--- src/rtl/refcmp_timer_pkg.sv ---
`timescale 1ns/1ps
package refcmp_timer_pkg;

    localparam int REG_W = 16;

    typedef enum logic [1:0] {
        SRC_OFF  = 2'b00,
        SRC_SYS  = 2'b01,
        SRC_SLOW = 2'b10,
        SRC_EXT  = 2'b11
    } src_e;

    typedef enum logic [1:0] {
        CAP_OFF  = 2'b00,
        CAP_RISE = 2'b01,
        CAP_FALL = 2'b10,
        CAP_ANY  = 2'b11
    } cedge_e;

    // Packed MSB first: the field positions are the software-visible layout.
    typedef struct packed {
        logic [7:0] ps;
        cedge_e     cedge;
        logic       toggle;
        logic       irq_en;
        logic       restart;
        src_e       src;
        logic       en;
    } mode_t;

    localparam int ADR_MODE = 0;
    localparam int ADR_REF  = 1;
    localparam int ADR_CAP  = 2;
    localparam int ADR_CNT  = 3;
    localparam int ADR_EVT  = 4;

    localparam int EVT_CAP_BIT = 0;
    localparam int EVT_REF_BIT = 1;

endpackage

--- src/rtl/rct_sync.sv ---
`timescale 1ns/1ps
module rct_sync #(
    parameter int STAGES = 2
) (
    input  logic clk,
    input  logic rst_n,
    input  logic async_in,
    output logic sync_now,
    output logic sync_prev
);
    // chain_q[0] is the first stage and chain_q[STAGES] keeps the previous synchronised value.
    logic [STAGES:0] chain_d, chain_q;

    always_comb begin
        chain_d[0] = async_in;
        for (int i = 1; i <= STAGES; i++) begin
            chain_d[i] = chain_q[i-1];
        end
    end

    always_ff @(posedge clk or negedge rst_n) begin
        if (!rst_n) chain_q <= '0;
        else        chain_q <= chain_d;
    end

    assign sync_now  = chain_q[STAGES-1];
    assign sync_prev = chain_q[STAGES];

endmodule

--- src/rtl/rct_tick_gen.sv ---
`timescale 1ns/1ps
module rct_tick_gen
    import refcmp_timer_pkg::*;
#(
    parameter int PS_W     = 8,
    parameter int SLOW_DIV = 16
) (
    input  logic            clk,
    input  logic            rst_n,
    input  logic            en,
    input  src_e            src,
    input  logic [PS_W-1:0] ps,
    input  logic            ext_rise,
    output logic            cnt_tick
);
    localparam int DIV_W = $clog2(SLOW_DIV);
    localparam logic [DIV_W-1:0] DIV_LAST = DIV_W'(SLOW_DIV - 1);

    typedef struct packed {
        logic [DIV_W-1:0] div;
        logic [PS_W-1:0]  pre;
    } tick_st_t;

    tick_st_t cur_q, nxt_d;
    logic     src_tick;

    always_comb begin
        nxt_d    = cur_q;
        src_tick = 1'b0;
        unique case (src)
            SRC_SYS:  src_tick = 1'b1;
            SRC_SLOW: src_tick = (cur_q.div == DIV_LAST);
            SRC_EXT:  src_tick = ext_rise;
            default:  src_tick = 1'b0;
        endcase
        // A limit at or below the current phase ends the period at once.
        cnt_tick = en && src_tick && (cur_q.pre >= ps);
        if (!en) begin
            nxt_d = '0;
        end else begin
            nxt_d.div = (cur_q.div == DIV_LAST) ? '0 : DIV_W'(cur_q.div + 1'b1);
            if (src_tick) begin
                nxt_d.pre = cnt_tick ? '0 : PS_W'(cur_q.pre + 1'b1);
            end
        end
    end

    always_ff @(posedge clk or negedge rst_n) begin
        if (!rst_n) cur_q <= '0;
        else        cur_q <= nxt_d;
    end

    // a counted tick starts a new prescaler period
    a_r3_pre_restart: assert property (@(posedge clk) disable iff (!rst_n)
        (cnt_tick && en) |=> (cur_q.pre == '0));

    // disabled timer parks the prescaler
    a_r2_pre_parked: assert property (@(posedge clk) disable iff (!rst_n)
        !en |=> (cur_q.pre == '0) && (cur_q.div == '0));

endmodule

--- src/rtl/rct_count_core.sv ---
`timescale 1ns/1ps
module rct_count_core #(
    parameter int CNT_W = 16
) (
    input  logic             clk,
    input  logic             rst_n,
    input  logic             en,
    input  logic             tick,
    input  logic             restart,
    input  logic             toggle,
    input  logic [CNT_W-1:0] refv,
    input  logic             load,
    input  logic [CNT_W-1:0] load_val,
    output logic [CNT_W-1:0] cnt,
    output logic             match,
    output logic             out_pin
);
    typedef struct packed {
        logic [CNT_W-1:0] cnt;
        logic             out;
    } core_st_t;

    core_st_t cur_q, nxt_d;

    always_comb begin
        nxt_d = cur_q;
        match = en && tick && (cur_q.cnt == refv);

        if (!en)                 nxt_d.cnt = '0;
        else if (load)           nxt_d.cnt = load_val;
        else if (match && restart) nxt_d.cnt = '0;
        else if (tick)           nxt_d.cnt = CNT_W'(cur_q.cnt + 1'b1);

        if (toggle) nxt_d.out = cur_q.out ^ match;
        else        nxt_d.out = ~match;
    end

    always_ff @(posedge clk or negedge rst_n) begin
        if (!rst_n) cur_q <= '{cnt: '0, out: 1'b1};
        else        cur_q <= nxt_d;
    end

    assign cnt     = cur_q.cnt;
    assign out_pin = cur_q.out;

    // restart mode returns to zero after a match
    a_r5_restart_zero: assert property (@(posedge clk) disable iff (!rst_n)
        (match && restart && !load) |=> (cur_q.cnt == '0));

    // disabled counter reads zero
    a_r2_cnt_parked: assert property (@(posedge clk) disable iff (!rst_n)
        !en |=> (cur_q.cnt == '0));

    // pulse mode is high whenever no match occurred
    a_r7_pulse_idle: assert property (@(posedge clk) disable iff (!rst_n)
        (!toggle && !match) |=> out_pin);

    // toggle mode flips on a match
    a_r8_toggle_flip: assert property (@(posedge clk) disable iff (!rst_n)
        (toggle && match) |=> (out_pin != $past(out_pin)));

endmodule

--- src/rtl/refcmp_timer.sv ---
`timescale 1ns/1ps
module refcmp_timer
    import refcmp_timer_pkg::*;
#(
    parameter int CNT_W       = 16,
    parameter int ADDR_W      = 3,
    parameter int SYNC_STAGES = 2,
    parameter int SLOW_DIV    = 16
) (
    input  logic              clk,
    input  logic              rst_n,
    input  logic [ADDR_W-1:0] reg_addr,
    input  logic              reg_wr,
    input  logic [REG_W-1:0]  reg_wdata,
    output logic [REG_W-1:0]  reg_rdata,
    input  logic              ext_clk_in,
    input  logic              cap_in,
    output logic              irq,
    output logic              tmr_out
);
    localparam int PS_W = 8;

    typedef struct packed {
        mode_t            mode;
        logic [CNT_W-1:0] refv;
        logic [CNT_W-1:0] cap;
        logic             cap_flag;
        logic             ref_flag;
    } regs_t;

    regs_t            cur_q, nxt_d;
    logic             ext_now, ext_prev, cap_now, cap_prev;
    logic             ext_rise, cnt_tick, match, cap_hit;
    logic             wr_mode, wr_ref, wr_cap, wr_cnt, wr_evt;
    logic [CNT_W-1:0] cnt;

    rct_sync #(.STAGES(SYNC_STAGES)) u_ext_sync (
        .clk(clk), .rst_n(rst_n), .async_in(ext_clk_in),
        .sync_now(ext_now), .sync_prev(ext_prev)
    );

    rct_sync #(.STAGES(SYNC_STAGES)) u_cap_sync (
        .clk(clk), .rst_n(rst_n), .async_in(cap_in),
        .sync_now(cap_now), .sync_prev(cap_prev)
    );

    assign ext_rise = ext_now && !ext_prev;

    rct_tick_gen #(.PS_W(PS_W), .SLOW_DIV(SLOW_DIV)) u_tick (
        .clk(clk), .rst_n(rst_n), .en(cur_q.mode.en), .src(cur_q.mode.src),
        .ps(cur_q.mode.ps), .ext_rise(ext_rise), .cnt_tick(cnt_tick)
    );

    rct_count_core #(.CNT_W(CNT_W)) u_core (
        .clk(clk), .rst_n(rst_n), .en(cur_q.mode.en), .tick(cnt_tick),
        .restart(cur_q.mode.restart), .toggle(cur_q.mode.toggle),
        .refv(cur_q.refv), .load(wr_cnt), .load_val(reg_wdata[CNT_W-1:0]),
        .cnt(cnt), .match(match), .out_pin(tmr_out)
    );

    always_comb begin
        nxt_d   = cur_q;
        wr_mode = reg_wr && (reg_addr == ADDR_W'(ADR_MODE));
        wr_ref  = reg_wr && (reg_addr == ADDR_W'(ADR_REF));
        wr_cap  = reg_wr && (reg_addr == ADDR_W'(ADR_CAP));
        wr_cnt  = reg_wr && (reg_addr == ADDR_W'(ADR_CNT));
        wr_evt  = reg_wr && (reg_addr == ADDR_W'(ADR_EVT));

        unique case (cur_q.mode.cedge)
            CAP_RISE: cap_hit = cap_now && !cap_prev;
            CAP_FALL: cap_hit = !cap_now && cap_prev;
            CAP_ANY:  cap_hit = cap_now != cap_prev;
            default:  cap_hit = 1'b0;
        endcase

        if (wr_mode) nxt_d.mode = mode_t'(reg_wdata);
        if (wr_ref)  nxt_d.refv = reg_wdata[CNT_W-1:0];
        if (cap_hit) nxt_d.cap  = cnt;

        nxt_d.cap_flag = cap_hit | (cur_q.cap_flag & ~(wr_evt & reg_wdata[EVT_CAP_BIT]));
        nxt_d.ref_flag = match   | (cur_q.ref_flag & ~(wr_evt & reg_wdata[EVT_REF_BIT]));

        reg_rdata = '0;
        unique case (reg_addr)
            ADDR_W'(ADR_MODE): reg_rdata = cur_q.mode;
            ADDR_W'(ADR_REF):  reg_rdata = REG_W'(cur_q.refv);
            ADDR_W'(ADR_CAP):  reg_rdata = REG_W'(cur_q.cap);
            ADDR_W'(ADR_CNT):  reg_rdata = REG_W'(cnt);
            ADDR_W'(ADR_EVT):  begin
                reg_rdata[EVT_CAP_BIT] = cur_q.cap_flag;
                reg_rdata[EVT_REF_BIT] = cur_q.ref_flag;
            end
            default:           reg_rdata = '0;
        endcase
    end

    always_ff @(posedge clk or negedge rst_n) begin
        if (!rst_n) cur_q <= '0;
        else        cur_q <= nxt_d;
    end

    assign irq = cur_q.ref_flag && cur_q.mode.irq_en;

    // a match raises the reference flag
    a_r4_flag_on_match: assert property (@(posedge clk) disable iff (!rst_n)
        match |=> cur_q.ref_flag);

    // a capture edge raises the capture flag
    a_r10_flag_on_capture: assert property (@(posedge clk) disable iff (!rst_n)
        cap_hit |=> cur_q.cap_flag);

    // clear without a competing event empties the flag
    a_r9_clear_ref: assert property (@(posedge clk) disable iff (!rst_n)
        (wr_evt && reg_wdata[EVT_REF_BIT] && !match) |=> !cur_q.ref_flag);

    // capture register ignores software writes
    a_r11_capture_ro: assert property (@(posedge clk) disable iff (!rst_n)
        (wr_cap && !cap_hit) |=> $stable(cur_q.cap));

endmodule

--- config.mk ---
export PLATFORM = sky130hd
export DESIGN_NAME = refcmp_timer
export DESIGN_NICKNAME = d
export VERILOG_FILES = /design/src/rtl/refcmp_timer_pkg.sv /design/src/rtl/rct_sync.sv /design/src/rtl/rct_tick_gen.sv /design/src/rtl/rct_count_core.sv /design/src/rtl/refcmp_timer.sv
export SDC_FILE = /design/constraint.sdc
export NUM_CORES = 1
export LEC_CHECK = 0
export ABC_AREA = 1
export BUFFER_PORTS_ARGS = -buffer_cell sky130_fd_sc_hd__clkbuf_2
export CAP_MARGIN = 40
export CORE_MARGIN = 8
export CORE_UTILIZATION = 25
export DETAILED_ROUTE_END_ITERATION = 7
export GPL_ROUTABILITY_DRIVEN = 0
export PLACE_DENSITY = 0.37
export SLEW_MARGIN = 40
export SYNTH_ARGS = -nofsm -noshare
export SYNTH_HDL_FRONTEND = slang
export SYNTH_HIERARCHICAL = 1
export SYNTH_SLANG_ARGS = --single-unit
--- constraint.sdc ---
create_clock -name clk -period 6.5 [get_ports clk]
set_input_delay 1.3 -clock clk [delete_from_list [all_inputs] [get_ports clk]]
set_output_delay 1.3 -clock clk [all_outputs]
set_load 0.01 [all_outputs]
After elaboration in Yosys (flattened, before gate mapping). Cells that the tools add are included.

Bits of input ports: 24. Register bits after elaboration: 85. Output and inout port bits: 18.

Order comparisons: 1. Reductions and logical operators: 17. $add $sub $neg: 3. Mux-type cells: 13. Bitwise operators: 10. Eq/ne operators: 15.

Operator list (count): 16-bit two-way mux (4); 14-bit one-hot mux with 4 select lines (1); 16-bit by 1-bit adder with 16-bit output, second input constant (1); 16-bit == test (1); 8-bit two-way mux (2); 1-bit logical AND (13); 12-bit two-way mux (1); 2-bit one-hot mux with 5 select lines (1); 8-bit by 1-bit adder with 8-bit output, second input constant (1); 2-bit == test, second input constant (4); 8-bit greater-or-equal comparator (1); 3-bit by 2-bit == test with 1-bit output, second input constant (2); 1-bit one-hot mux with 3 select lines (2); 4-bit by 1-bit adder with 4-bit output, second input constant (1); 1-bit bitwise AND (4); 2-bit by 1-bit == test with 1-bit output, second input constant (2); 4-bit == test, second input constant (1); 4-bit two-way mux (1); 4-bit by 1-bit != test with 1-bit output, second input constant (1); 3-bit by 1-bit == test with 1-bit output, second input constant (1); 3-bit == test, second input constant (1); 1-bit zero test (3); 3-bit zero test (1); 1-bit NOT (3); 5 further kinds (6).

Longest topological paths before layout. Gate-level depths: netlist (run 1).

Depth after elaboration: 11. Gate-level depth with buffers: 20.

Hierarchy. The synthesis (run 1) kept the hierarchy.

By module, submodules not included: refcmp_timer (cells an instance 325, area an instance 2593.7 µm², instances 1); rct_count_core (cells an instance 321, area an instance 1776.7 µm², instances 1); rct_tick_gen (cells an instance 130, area an instance 935.9 µm², instances 1); rct_sync (cells an instance 3, area an instance 75.1 µm², instances 2).

Least setup slack after synthesis (run 1). OpenSTA, ideal clock, no wires.

Path type: input to output. Start point: input port reg_addr[1]. End point: output port reg_rdata[10]. Required time: 5.200 ns. Stages: 6. Arrival time: 2.163 ns. Path buffers: 3. Slack: 3.037 ns. Path through: buf_2 nor2_1 buf_2 buf_2 nand3_1 nand4_1.

Cells in the longest elaborated chain, start to end: 2. Elaborated cells between the ends (all ways): 5. Classes of those cells: eq/ne (3); mux (1); reduce/logical (1).

Ends and longest elaborated chain: start: declaration (line refcmp_timer.sv:12) `input logic [ADDR_W-1:0] reg_addr,`; 3-bit by 2-bit == test with 1-bit output, or another cell as far along (line refcmp_timer.sv:84) `unique case (reg_addr)`; 14-bit one-hot mux with 4 select lines (*) (line refcmp_timer.sv:84); end: declaration (line refcmp_timer.sv:15) `output logic [REG_W-1:0] reg_rdata,`.

Every way passes the cells marked *; elsewhere a longest branch is shown, timed or not.

Final worst setup path (run 1).
Start point: input port reg_addr[1]. End point: output port reg_rdata[1].

Cells in the longest elaborated chain, start to end: 2. Elaborated cells between the ends (all ways): 6. Classes of those cells: eq/ne (4); mux (1); reduce/logical (1).

Ends and longest elaborated chain (line): 3-bit == test, or another cell as far along (refcmp_timer.sv:84); 2-bit one-hot mux with 5 select lines (*) (refcmp_timer.sv:84).

Marked as above.

==> out/qor.csv, run 1 <==
metric,value,unit
slowest_stage,nor2_1,
std_cell_rows,54,
fin_crit,4.389,ns
ff2ff_path_depth,16,
grt_use_total,0.1423,
finalNonFillerCells,1096,
die_w,163.7,um
h-tree-depth,3,
grt_max_degree,58,
crit_chain,clkbuf_2 > nor2_1 > buf_4 > nand3_1 > nand2_1 > nor2_1 > nand2_1 > clkbuf_2,
worst_slew_pin_slew,0.7953,ns
clock-sinks,85,
p_clk_frac,0.382,
worstSetupPathType,in -> out,
die-height,163.7,um
holdBufCountCts,0,
synth-main-ff-cell,dfrtp_1,
finalSetupTns,0,ns
routed_wl,18.20,mm
min_path_cells,0,
timing.hold.ws,0.3584,ns
start_util,0.2524,
grt_pass1_wl,29.35,mm
worstHoldPathType,reg -> reg,
yosys_warnings,6,
peakVddDrop,0.1034,mV
placed_cells,1080,
port-buffer-count,41,
final-setup-viol-count,0,
hpwl,13.47,mm
p_leak,3.315,nW
clk_pin_slew,0.06,ns
rsz0062_at_grt,false,
cts_buffers,9,
synth_nets,819,
core,21620,sq um
firstDrtPassIters,5,
outcome,"complete, no violations",
hold_start,u_cap_sync/chain_q[0],
r2r_end,u_core/cnt[12],
yosysUniqueCellTypes,38,
hold_viol,0,
syn2layout_area_growth,14.49,%
syn_area,5456,sq um
worstSkewPairLatency,0.35,ns
end_kind,output pin,
ys_async_sr_fraction,1.000,
fin_util,0.2889,
r2r_setup_slack,3.27,ns
syn_avg_cell_area,6.978,sq um
clk_path_buf_depth,2,
post_cts_buffers,0,
io_pins,42,
skew,0.008506,ns
ys_seq_elements,85,
crit_arrival,3.09,ns
cts-root-buf,clkbuf_16,
slew_viol_final,0,
synthCells,782,
wl_per_cell,16.60,um
cp_max_fo,36,
cts_tree,yes,
worstReg2RegStart,u_tick/cur_q[2],
drc,0,
intPower,1.080,mW
grt-ovfl-total,0,
vias,5023,
power_frac_comb,0.199,
start_kind,primary input,
synth_edf_count,0,
path_buf_inv,3,
clock.fmax,227.8,MHz
fin_crit_sh,0.6752,
die_area,26810,sq um
cp_slowest_stage_delay,0.56,ns
post_cts_resize_count,0,
via_per_inst,4.583,
crit_required,5.20,ns
antenna_found_initial,0,
p_switching,529.0,uW
diodes,0,
relSlewSlack,0.4679,
hold_path_end,u_cap_sync/chain_q[1],
synth.yosys.seq_area_share,0.3900,
drive_above_1_share,0.1569,
ant_nets,0,
grt_pass1_vias,4984,
path_delay_family,buffers and inverters,
power_density,257.6,nW/um^2
drtIter0Drc,281,
cap_violations,0,
p_sw_frac,0.3288,
layout.nets,848,
sequentialPowerShare,0.419,
-- flip-flops by register name, summed over array words and instances (netlist names) --
signal and cells:
u_tick/cur_q 12, u_core/out_pin 1, u_core/cnt 16, u_ext_sync/chain_q 3, u_cap_sync/chain_q 3, cur_q 50
-- worst reg2reg max path, cell delays in order, from the launching register on --
cell and delay (ns):
dfrtp_1 0.48, ha_1 0.32, nand2_1 0.06, nor2_1 0.10
nor2_1 0.04, nand2_1 0.05, nand2_1 0.21, a21boi_2 0.42
nand2_1 0.13, a21oi_1 0.29, nand3b_4 0.10, nor2_2 0.13
nand4_2 0.39, nand2_1 0.18, nand2_1 0.09, nand2_1 0.06
nand2_1 0.05
-- cell usage after synthesis, types with 2 or more instances --
cell type,instances,area (sq um)
inv_1,85,319.1
dfrtp_1,84,2102
a21oi_1,12,60.06
nand4_1,47,294.0
and3_1,2,12.51
nand2_1,305,1145
nand2_2,14,87.58
clkbuf_1,7,26.28
ha_1,13,162.7
nand3_1,52,260.3
xor2_1,7,61.31
nor2_2,10,62.56
buf_6,5,56.30
nor3_1,3,15.01
inv_2,14,52.55
nand3_2,2,20.02
o21ai_1,2,10.01
nor3_2,2,20.02
xnor2_1,3,26.28
buf_2,12,60.06
nor2_1,45,168.9
o21ai_0,25,125.1
o21ai_2,16,140.1
-- per-layer routing --
metal / track usage / vias to the layer above / share of wire
met5: 0 / - / 0
met1: 0.2006 / 2373 / 0.50
li1: - / 2548 / -
met2: 0.2211 / 88 / 0.46
met4: 0.03678 / 0 / 0.011
met3: 0.02431 / 14 / 0.035
-- through the flow --
stage                     power, mW  cell area [sq um]  setup slack (ns)
after floorplan              0.8815               5456             3.037
final                         1.609               6247             2.111
after detailed placement      1.012               5894             2.135
after CTS                     1.640               6243             2.133
after global placement        1.015               5886             2.036
after global routing          1.710               6247             1.902
-- cell usage in the layout (no fill, tap or decap), drive strengths merged, types with 2 or more instances in the layout --
cell type	synthesis	layout
nor3	6	6
buf	19	5
dfrtp	84	84
ha	13	13
inv	99	99
a21oi	12	12
clkbuf	8	50
o21ai	43	43
nand4	48	48
clkinvlp	0	2
xnor2	3	3
nand3b	2	2
nor2	57	57
clkinv	1	2
and3	2	2
nand3	54	54
bufinv	0	3
xor2	7	7
nand2	319	319
-- final cells by class --
type / instances / area [sq um]
clock inverter: 6 / 110.1
timing repair buffer: 45 / 241.5
sequential: 85 / 2128
fill: 2437 / 15370
tap: 280 / 350.3
clock buffer: 10 / 239.0
inverter: 100 / 375.4
multi-input combinational: 570 / 2803
-- logic make-up (layout without fill, tap and decap cells) --
group,Yosys count,after routing,share of synthesized area
and+or+nand+nor,489,489,0.4001
DFF,85,85,0.3900
buffers and inverters,127,161,0.09791
AOI/OAI and AO/OA,58,58,0.06604
xor gates and xnor gates,10,10,0.01605
adders and majority gates,13,13,0.02981
-- how the worst max path moves through the flow --
stage | from | endpoint | cells after the start | slack (ns)
after floorplan | reg_addr[1] | reg_rdata[10] | 6 | 3.04
after global placement | reg_addr[0] | u_core/cnt[4] | 11 | 2.04
after detailed placement | reg_addr[1] | reg_rdata[1] | 8 | 2.13
after CTS | reg_addr[1] | reg_rdata[1] | 8 | 2.13
after global routing | reg_addr[1] | reg_rdata[0] | 8 | 1.90
final | reg_addr[1] | reg_rdata[1] | 8 | 2.11
-- power groups by stage --
stage,Combinational (mW),Sequential [mW],Clock [mW]
floorplan,0.237,0.644,0
global placement,0.325,0.690,0
detailed placement,0.327,0.685,0
CTS,0.327,0.676,0.636
global route,0.373,0.686,0.652
finish,0.320,0.675,0.614
No activity file was read; power rests on OpenSTA's default activity.
==> run 2, diff against run 1 <==
--- a/config.mk
+++ b/config.mk
@@ -12,7 +12,7 @@
 export CORE_UTILIZATION = 25
 export DETAILED_ROUTE_END_ITERATION = 7
 export GPL_ROUTABILITY_DRIVEN = 0
-export PLACE_DENSITY = 0.37
+export PLACE_DENSITY = 0.38
 export SLEW_MARGIN = 40
 export SYNTH_ARGS = -nofsm -noshare
 export SYNTH_HDL_FRONTEND = slang
==> constraint.sdc (replaced) <==
create_clock -name clk -period 3.9 [get_ports clk]
set_input_delay 0.78 -clock clk [delete_from_list [all_inputs] [get_ports clk]]
set_output_delay 0.78 -clock clk [all_outputs]
set_load 0.01 [all_outputs]
==> run 2 against run 1 <==
Against the previous run: wire length down 1.6%; critical path type unchanged; die area unchanged; sequential power up 66%; clock skew increased by 0.0017 ns; global-route usage shrank 0.064 points; setup slack got worse by 1.2 ns; utilization down 0.23 points.
==> out/qor.csv, run 2 (synthesis results as in run 1) <==
metric,value,unit
grt-ovfl-total,0,
start_util,0.2524,
clk_pin_slew,0.07,ns
ff2ff_path_depth,16,
clock.fmax,331.2,MHz
worstSetupPathType,in -> out,
clock-sinks,85,
cp_max_fo,18,
grt_pass1_wl,29.32,mm
holdBufCountCts,0,
post_cts_resize_count,0,
ant_nets,0,
die_w,163.7,um
final-setup-viol-count,0,
slew_viol_final,0,
firstDrtPassIters,5,
crit_required,3.12,ns
hpwl,13.51,mm
fin_crit,3.020,ns
cts_tree,yes,
cts-root-buf,clkbuf_16,
syn2layout_area_growth,13.57,%
drive_above_1_share,0.1573,
wl_per_cell,16.27,um
via_per_inst,4.560,
skew,0.01022,ns
p_leak,3.315,nW
antenna_found_initial,0,
end_kind,output pin,
worstReg2RegStart,u_tick/cur_q[3],
port-buffer-count,41,
crit_arrival,2.24,ns
grt_max_degree,37,
post_cts_buffers,0,
fillCellCount,2462,
worst_slew_pin_slew,0.7940,ns
r2r_end,u_core/cnt[9],
timing.hold.ws,0.3477,ns
start_kind,primary input,
worstSkewPairLatency,0.35,ns
diodes,0,
routed_wl,17.90,mm
power_density,401.1,nW/um^2
largest_reg_flops,50,
finalSetupTns,0,ns
r2r_setup_slack,0.94,ns
worstHoldPathType,in -> async,
peakVddDrop,0.1835,mV
hold_viol,0,
cts_buffers,9,
die-height,163.7,um
outcome,"complete, no violations",
die_area,26810,sq um
setup.worst_path.end,reg_rdata[11],
h-tree-depth,3,
vias,5016,
regMostFlops,cur_q,
final_common_cell,nand2_1,
grt_pass1_vias,5002,
crit_start,reg_addr[1],
clk_path_buf_depth,2,
layout_common_cells,"nand2_1, inv_1, dfrtp_1",
cap_violations,0,
drc,0,
core,21620,sq um
grt_use_total,0.1417,
std_cell_rows,54,
fin_crit_sh,0.7743,
io_pins,42,
drtIter0Drc,312,
layout.nets,852,
relSlewSlack,0.4692,
rsz0062_at_grt,false,
## run 2: cell types whose count changed in the layout (fill, tap and decap cells not counted), sizes merged
cell      before  now
bufinv         3    0
clkbuf        50   54
clkinvlp       2    0
buf            5    9
clkinv         2    3
## run 2: stage by stage
step           area, sq um  cells  utilization  worst slack (ns)  total power [mW]
2_1_floorplan         5456    782            -             1.477             1.469
3_3_place_gp          5916   1084       0.2736            0.7837             1.687
3_5_place_dp          5918   1084       0.2737            0.8811             1.683
4_1_cts               6192   1100       0.2864            0.8809             2.530
5_1_grt               6197   1100       0.2866            0.5869             2.665
6_report              6197   1100       0.2866            0.8804             2.486
## run 2: how the worst min path moves through the flow
stage | end | cells after the start | slack [ns]
finish | u_tick/cur_q[5] | 1 | 0.35
global route | u_tick/cur_q[3] | 1 | 0.37
CTS | u_cap_sync/chain_q[1] | 0 | 0.35
detailed placement | u_cap_sync/chain_q[1] | 0 | 0.34
global placement | u_cap_sync/chain_q[1] | 0 | 0.33
floorplan | u_cap_sync/chain_q[1] | 0 | 0.33
## run 2: layout make-up
type,count,area (sq um),area share
sequential,85,2128,0.3434
multi-input combinational,570,2801,0.4521
tap,280,350.3,0.05653
clock buffer,14,264.0,0.04260
inverter,100,375.4,0.06057
clock inverter,2,10.01,0.001615
timing repair buffer,49,267.8,0.04321
## run 2: where the power goes
part           internal, mW  total (mW)  switching (mW)
combinational         0.184       0.541           0.356
sequential            0.977        1.12           0.140
clock                 0.466       0.828           0.362
## run 2: critical path, stage by stage
cell	delay, ns
clkbuf_2	0.27
nor3_4	0.72
nand2_1	0.16
nand4_1	0.15
clkbuf_2	0.15
## run 2: routing by layer
metal / wire (um) / track usage / vias up / share of wire
met5: 0 / 0 / - / 0
met4: 205 / 0.03595 / 0 / 0.011
met3: 568 / 0.02556 / 11 / 0.032
met2: 8186 / 0.2196 / 77 / 0.46
met1: 8941 / 0.1995 / 2372 / 0.50
li1: - / - / 2556 / -
==> run 3, diff against run 2 <==
--- a/config.mk
+++ b/config.mk
@@ -12,7 +12,7 @@
 export CORE_UTILIZATION = 25
 export DETAILED_ROUTE_END_ITERATION = 7
 export GPL_ROUTABILITY_DRIVEN = 0
-export PLACE_DENSITY = 0.38
+export PLACE_DENSITY = 0.37
 export SLEW_MARGIN = 40
 export SYNTH_ARGS = -nofsm -noshare
 export SYNTH_HDL_FRONTEND = slang
==> constraint.sdc (replaced) <==
create_clock -name clk -period 3.1 [get_ports clk]
set_input_delay 0.62 -clock clk [delete_from_list [all_inputs] [get_ports clk]]
set_output_delay 0.62 -clock clk [all_outputs]
set_load 0.01 [all_outputs]
==> run 3 against run 2 <==
Against the previous run: cell count is 0.91% higher; global-route usage is 0.21 points higher; die area stayed put; total power is 28% higher; setup slack worse by 0.43 ns; clock power is 28% higher; register-to-register slack worse by 0.49 ns; first-iteration DRC count is 12% lower; non-clock buffer count is 10 higher; sequential share of layout area is 0.60 points lower; worst hold slack worse by 0.060 ns; wire length is 3.2% higher.
==> out/qor.csv, run 3 (synthesis results as in run 1) <==
metric,value,unit
outcome,"complete, no violations",
antenna_found_initial,0,
post_dp_cell_area,5996,sq um
fin_crit_sh,0.8545,
path_delay_family,compound AO/OA/AOI/OAI gates,
end_kind,flop,
grt_max_degree,45,
postLayoutCellArea,6307,sq um
total_power,3.187,mW
die_area,26810,sq um
holdBufCountCts,0,
cts_buffers,9,
r2r_end,u_core/cnt[9],
post_cts_resize_count,0,
relSlewSlack,0.4929,
die_w,163.7,um
ff2ff_path_depth,15,
routed_wl,18.47,mm
crit_chain,inv_1 > ha_1 > nand2_1 > o21a_1 > a21boi_2 > nand2_1 > a21oi_1 > nand3b_4 > nor2_2 > nand4_2 > buf_4 > nand2_1 > nand2_1 > nand2_1 > nand2_1,
worstHoldPathType,in -> async,
cp_slowest_stage_delay,0.40,ns
port-buffer-count,41,
start_util,0.2524,
clk_path_buf_depth,2,
wl_per_cell,16.64,um
intPower,2.064,mW
peakVddDrop,0.2351,mV
worst_slew_pin_slew,0.7588,ns
p_clk_frac,0.334,
clock-sinks,85,
h-tree-depth,3,
finalNonFillerCells,1110,
post_cts_buffers,0,
placed_cells,1093,
std_cell_rows,54,
p_switching,1.123,mW
final_common_cell,nand2_1,
r2r_setup_slack,0.45,ns
start_kind,flop,
crit_required,3.34,ns
critPathMostFrequentCell,nand2_1,
crit_arrival,2.89,ns
io_pins,42,
worstSkewPairLatency,0.35,ns
cts_tree,yes,
cts-root-buf,clkbuf_16,
slowest_stage,dfrtp_1,
fin_crit,2.649,ns
clk_pin_slew,0.07,ns
slew_viol_final,0,
finalSetupTns,0,ns
p_leak,3.378,nW
rsz0062_at_grt,false,
cp_max_fo,11,
path_buf_inv,2,
diodes,0,
p_sw_frac,0.3524,
drtIter0Drc,276,
final-setup-viol-count,0,
hpwl,13.74,mm
worstReg2RegStart,cur_q[49],
ant_nets,0,
core,21620,sq um
hold_viol,0,
regMostFlops,cur_q,
grt_pass1_wl,29.44,mm
syn2layout_area_growth,15.59,%
firstDrtPassIters,4,
grt_pass1_vias,4996,
grt-ovfl-total,0,
power_density,505.2,nW/um^2
clock.fmax,377.5,MHz
layout_common_cells,"nand2_1, inv_1, dfrtp_1",
grt_use_total,0.1437,
worstSetupPathType,reg -> reg,
largest_reg_flops,50,
die-height,163.7,um
layout.nets,862,
drc,0,
drive_above_1_share,0.1699,
sequentialPowerShare,0.440,
cap_violations,0,
vias,5006,
via_per_inst,4.510,
power_frac_comb,0.226,
skew,0.009205,ns
run 3: layout make-up:
cell class | count | area [sq um]
Tap cell | 280 | 350.3
Timing Repair Buffer | 59 | 375.4
Multi-Input combinational cell | 570 | 2799
Fill cell | 2469 | 15310
Inverter | 100 | 375.4
Clock buffer | 12 | 256.5
Clock inverter | 4 | 22.52
Sequential cell | 85 | 2128
run 3: metal layers:
| metal | wire length [um] | GRT usage | vias to the layer above |
|---|---|---|---|
| met5 | 0 | 0 | - |
| met4 | 101 | 0.02686 | 0 |
| met3 | 661 | 0.03358 | 10 |
| met2 | 8355 | 0.2256 | 68 |
| met1 | 9356 | 0.1990 | 2358 |
| li1 | - | - | 2570 |
run 3: worst max path at each step:
| stage | start | to | slack (ns) | depth (start not counted) |
|---|---|---|---|---|
| 2_1_floorplan | u_tick/cur_q[3] | u_core/cnt[12] | 0.78 | 17 |
| 6_report | cur_q[49] | u_core/cnt[9] | 0.45 | 15 |
| 3_5_place_dp | cur_q[49] | u_core/cnt[9] | 0.47 | 15 |
| 3_3_place_gp | cur_q[49] | u_core/cnt[9] | 0.45 | 15 |
| 5_1_grt | u_tick/cur_q[3] | u_core/cnt[9] | 0.23 | 17 |
| 4_1_cts | cur_q[49] | u_core/cnt[9] | 0.44 | 15 |
run 3: power groups by stage:
stage	logic (mW)	registers, mW	clock network [mW]
3_5_place_dp	0.727	1.43	0
6_report	0.719	1.40	1.06
2_1_floorplan	0.497	1.35	0
5_1_grt	0.829	1.43	1.15
3_3_place_gp	0.731	1.43	0
4_1_cts	0.730	1.41	1.10
run 3: metrics by stage:
stage	hold slack [ns]	setup WS [ns]	utilization
global route	0.3345	0.2300	0.2917
CTS	0.3094	0.4400	0.2902
global placement	0.3419	0.4482	0.2773
detailed placement	0.3498	0.4665	0.2773
finish	0.2875	0.4509	0.2917
floorplan	0.3244	0.7832	-
run 3: worst register-to-register path, stage by stage (launching register included):
cell      delay [ns]
dfrtp_1         0.40
inv_1           0.08
ha_1            0.29
nand2_1         0.07
o21a_1          0.32
a21boi_2        0.27
nand2_1         0.11
a21oi_1         0.23
nand3b_4        0.10
nor2_2          0.14
nand4_2         0.08
buf_4           0.21
nand2_1         0.08
nand2_1         0.05
nand2_1         0.07
nand2_1         0.05
